[src/rtl/vga_plane_mapper.sv]
module vga_plane_mapper #(
  parameter int ADDR_W = 16
) (
  input  logic              clk,
  input  logic              rst_n,
  input  logic              wr_en,
  input  logic [ADDR_W-1:0] cpu_addr,
  input  logic [7:0]        cpu_data,
  input  logic [3:0]        map_mask,
  input  logic              chain4,
  input  logic              odd_even,
  input  logic              page_sel,
  input  logic              upd_clr,
  output logic              mem_we,
  output logic [ADDR_W-1:0] mem_addr,
  output logic [3:0]        mem_be,
  output logic [31:0]       mem_wdata,
  output logic [3:0]        plane_upd
);

  localparam int LANES = 4;

  logic              sel_c4, sel_oe, single_q;
  logic [1:0]        plane;
  logic [LANES-1:0]  lane, be_n;
  logic [ADDR_W-1:0] addr_n;
  logic              go;

  assign sel_c4 = chain4;
  assign sel_oe = !chain4 && odd_even;
  assign plane  = sel_c4 ? cpu_addr[1:0] : {page_sel, cpu_addr[0]};
  assign lane   = 4'b0001 << plane;
  assign be_n   = (sel_c4 || sel_oe) ? (lane & map_mask) : map_mask;
  assign addr_n = sel_c4 ? {2'b00, cpu_addr[ADDR_W-1:2]} :
                  sel_oe ? {1'b0,  cpu_addr[ADDR_W-1:1]} : cpu_addr;
  assign go     = wr_en && (be_n != '0);

  always_ff @(posedge clk) begin
    if (!rst_n) begin
      mem_we    <= 1'b0;
      mem_addr  <= '0;
      mem_be    <= '0;
      mem_wdata <= '0;
      single_q  <= 1'b0;
      plane_upd <= '0;
    end else begin
      mem_we    <= go;
      mem_addr  <= addr_n;
      mem_be    <= go ? be_n : '0;
      mem_wdata <= {LANES{cpu_data}};
      single_q  <= sel_c4 || sel_oe;
      plane_upd <= (upd_clr ? '0 : plane_upd) | (go ? be_n : '0);
    end
  end


  we_has_lane_chk: assert property (@(posedge clk) disable iff (!rst_n)
    mem_we |-> (mem_be != 4'b0000));


  single_lane_chk: assert property (@(posedge clk) disable iff (!rst_n)
    (mem_we && single_q) |-> ($countones(mem_be) == 1));


  masked_drop_chk: assert property (@(posedge clk) disable iff (!rst_n)
    (wr_en && chain4 && !map_mask[cpu_addr[1:0]]) |=> !mem_we);


  upd_covers_chk: assert property (@(posedge clk) disable iff (!rst_n)
    mem_we |-> ((plane_upd & mem_be) == mem_be));


  upd_sticky_chk: assert property (@(posedge clk) disable iff (!rst_n)
    !$past(upd_clr) |-> ((plane_upd & $past(plane_upd)) == $past(plane_upd)));


  idle_quiet_chk: assert property (@(posedge clk) disable iff (!rst_n)
    !wr_en |=> !mem_we);

endmodule

[config.mk]
export PLATFORM = sky130hd
export DESIGN_NAME = vga_plane_mapper
export DESIGN_NICKNAME = d
export VERILOG_FILES = /design/src/rtl/vga_plane_mapper.sv
export SDC_FILE = /design/constraint.sdc
export NUM_CORES = 1
export LEC_CHECK = 0
export ABC_AREA = 0
export BUFFER_PORTS_ARGS = -buffer_cell sky130_fd_sc_hd__buf_2
export CELL_PAD_IN_SITES_DETAIL_PLACEMENT = 0
export CELL_PAD_IN_SITES_GLOBAL_PLACEMENT = 1
export CORE_MARGIN = 4
export CORE_UTILIZATION = 30
export CTS_BUF_LIST = sky130_fd_sc_hd__clkbuf_16
export DETAILED_ROUTE_END_ITERATION = 10
export PLACE_DENSITY_LB_ADDON = 0.1
export SYNTH_ARGS = -nofsm -noshare
export SYNTH_HDL_FRONTEND = slang
export SYNTH_SLANG_ARGS = --single-unit
[constraint.sdc]
create_clock -name clk -period 1.6 [get_ports clk]
set_clock_uncertainty 0.15 [all_clocks]
set_input_delay 0.32 -clock clk [delete_from_list [all_inputs] [get_ports clk]]
set_output_delay 0.32 -clock clk [all_outputs]
set_load 0.005 [all_outputs]
Word level (Yosys, flattened, before mapping). Cells that the tools add are included.

Shift-type cells: 1. Muxes and demuxes: 6. Bitwise gates (word level): 3. Reductions and logical operators: 7.

Operators with widths (count): $mux 15 (1); $mux 14 (1); $mux 4 (3); $and 4x4->4 (1); $or 4x4->4 (1); $reduce_bool 4->1 (1); $shl 1x2->4 const A (1); $reduce_or 3->1 (1); $logic_and 1x1->1 (2); $mux 2 (1); $reduce_or 2->1 (1); $logic_not 1->1 (1); $logic_or 1x1->1 (1); $not 1->1 (1).

Register bits after elaboration: 57. Input port bits: 35. Output and inout port bits: 57. Logic and storage cells: 24.

Longest topological paths before layout.
Depth in word-level cells: 8. Depth in mapped cells: 5. Mapped depth without buffers: 4.

Worst setup path before layout. Ideal clock, no wire load.

Path kind: input-to-reg. From: input odd_even. To: register plane_upd[3]. Setup time: 0.059 ns. Arrival time: 1.135 ns. Data required time: 1.391 ns. Path slack: 0.255 ns. Cell stages on the path: 5. Buffers on the path: 1. Cell sequence: buf_6 nor2b_4 a221o_1 o2bb2ai_1 and2_1.

Word-level cells in the longest chain between the ends: 7.

RTL lines: start, declared (line 11) `input logic odd_even,`; $logic_and 1x1->1 (*) (line 30) `assign sel_oe = !chain4 && odd_even;`; $logic_or 1x1->1 (*); $mux 4 (*) (line 33) `assign be_n = (sel_c4 || sel_oe) ? (lane & map_mask) : map_mask;`; $reduce_bool 4->1 (line 36) `assign go = wr_en && (be_n != '0);`; $logic_and 1x1->1 (line 36); $mux 4 (*) (line 52) `plane_upd <= (upd_clr ? '0 : plane_upd) | (go ? be_n : '0);`; $or 4x4->4 (*) (line 52); end signal, assigned (line 52); end, declared (line 18) `output logic [3:0] plane_upd`.

Every way passes the cells marked *; elsewhere a longest branch is shown, timed or not. A chain may end at the register's enable or synchronous reset.

==> results.toml <==
[run_status]
status = "complete, no violations"

[timing]
finalSetupTns_ps = 0
grt_setup_unrepaired = "false"
hold_viol = 0
drv_slew = 0
worstMarginPinSlew_ps = 347.9
min_period_ps = 1201
holdWs_ps = 110.8
finalSetupViolCount = 0
slew_headroom = 0.7677
finalCritPeriodShare = 0.7507
max_freq_mhz = 832.5

[cells_and_area]
drive_above_1_share = 0.4359
multi_input_area_um2 = 619.3
diodes = 0
final_common_cell = "buf_2"
ff_latch_area_um2 = 660.6
fillCellCount = 508
final_cell_mix = "91 x buf_2, 33 x dfxtp_1, 24 x and2_1"
final_nets = 269
area_growth_pct = 31.36

[clock_network]
post_cts_buffers = 0
cts_made_buffers = 5
clkTransAtPathRegs_ps = 50
clk_latency_ps = 260
clock_path_buffers = 2
cts-root-buf = "clkbuf_16"
cts_resized = 0
htreeDepth = 2
ctsHoldBuffers = 0
cts_tree = "yes"
cts_sinks = 33

[yosys]
syn_nets = 201
synthDistinctLibCells = 22
synth_top_area_frac = 0.4335
ys_warn_count = 0
synth-seq-cells = 33
yosys.area.top_type = "dfxtp_1"
synth_area_um2 = 1524
synth_cells = 166
synth_area_leaders = "dfxtp_1 43%, buf_4 13%, and2_1 9.9%, mux2i_1 9.9%, o21ai_0 4.9%"
synth.avg_cell_area_um2 = 9.180
yosysSeqAreaShare = 0.4335

[worst_setup_path]
worstSetupPathType = "reg -> out"
cp_max_fo = 4
slowest_delay_ps = 340
ff2ff_setup_slack_ps = 780
crit_family = "flip-flops"
worstPathRequired_ps = 1130
critPathLaunchType = "register"
r2r_cells = 2
cp-end-kind = "output port"
cp_cell_sequence = "buf_2"
cp_slowest_cell = "dfxtp_1"
worst_ep_arrival_time_ps = 730
reg2reg_to = "plane_upd[3]"
critPathBufInv = 1
r2r_start = "plane_upd[3]"

[routing]
drtAntennaViolNets = 0
wl_met2_um = 1761
dr.pass1.iters = 4
wl_met1_um = 1393
drt-initial-drc-count = 41
vias = 1267
highest-signal-layer = "met4"
drc_errors = 0
wire_per_inst_um = 11.62
met3RoutedLength_um = 327
drt-total-wl_um = 3497
viasPerCell = 4.209

[grt]
grt_first_pass_wirelength_um = 5464
grt_max_degree = 31
grt-ovfl-total = 0
grt_pass1_vias = 1234
grt_usage = 0.1102
antenna_found_initial = 0

[power]
p_leak_uw = 0.001057
power_uw = 2019
peakVddDrop_uv = 571.3
p_per_area_nw_per_um2 = 1009

[hold_path]
holdPathEnd = "mem_wdata[26]"
hold_start = "cpu_data[2]"
hold_depth = 2
hp-class = "in -> reg"

[place]
gp_congestion = 0.7483
place_hpwl_um = 2776
port_buffers = 91

[floorplan]
die_area_um2 = 6285
fp.dieH_um = 79.28
die_w_um = 79.28
initial_utilization = 0.3164
fp-row-count = 25
io_pins = 92
core_area_um2 = 4817

[run]
max-cap-violations = 0
[layout make-up]
class | count | share of cell area
tap | 67 | 0.04187
sequential | 33 | 0.3300
timing repair buffer | 94 | 0.2450
clock inverter | 2 | 0.003750
inverter | 4 | 0.007500
multi-input combinational | 96 | 0.3094
clock buffer | 5 | 0.06250
[cell families after synthesis]
kind of cell | share of synthesized area
AOI/OAI and AO/OA | 0.1051
buffers and inverters | 0.1601
DFF | 0.4335
muxes | 0.09852
and+or+nand+nor | 0.2028
[cell usage after synthesis]
| cell type | number |
|---|---|
| nor4bb_1 | 1 |
| inv_1 | 3 |
| nand2b_1 | 4 |
| a221o_1 | 1 |
| nor3b_1 | 1 |
| dfxtp_1 | 33 |
| nor2b_4 | 1 |
| a32oi_1 | 2 |
| inv_2 | 1 |
| mux2i_1 | 15 |
| o21ai_0 | 15 |
| clkbuf_1 | 6 |
| a22oi_1 | 2 |
| buf_6 | 1 |
| nor2b_1 | 2 |
| nor2_1 | 5 |
| o311ai_2 | 1 |
| o2bb2ai_1 | 2 |
| a41oi_1 | 1 |
| and2_1 | 24 |
| buf_4 | 26 |
| nand2_1 | 19 |
[through the flow]
| step | util | cells | setup slack [ps] | instance area (um2) |
|---|---|---|---|---|
| after detailed placement | 0.3881 | 294 | 189.3 | 1869 |
| final | 0.4156 | 301 | 398.8 | 2002 |
| after global routing | 0.4156 | 301 | 333.7 | 2002 |
| after CTS | 0.4156 | 301 | 377.7 | 2002 |
| after global placement | 0.3881 | 294 | 206.9 | 1869 |
| after floorplan | - | 166 | 255.5 | 1524 |
[flip-flops by register name (all words and copies together) (netlist names)]
register / flops
mem_addr: 16
plane_upd: 4
mem_wdata: 8
mem_we: 1
mem_be: 4
[how the worst max path moves through the flow]
stage                    to  depth (start not counted)  slack, ps     startpoint
2_1_floorplan  plane_upd[3]                          5        260       odd_even
3_3_place_gp   plane_upd[3]                          5        210       odd_even
3_5_place_dp   plane_upd[3]                          5        190       odd_even
4_1_cts        mem_wdata[7]                          1        380  mem_wdata[23]
5_1_grt        mem_wdata[2]                          1        330  mem_wdata[26]
6_report       mem_wdata[7]                          1        400  mem_wdata[23]
[power by group]
group          switching, uW  internal (uW)
Clock                    293            554
Combinational            137            150
Sequential              16.2            870
Total                    446           1570
[per-layer routing]
metal / up-vias / GRT usage
met5: - / 0
met4: 0 / 0.03093
met3: 2 / 0.06009
met2: 46 / 0.1877
met1: 565 / 0.1174
li1: 654 / -
(Power assumes the default switching activity.)
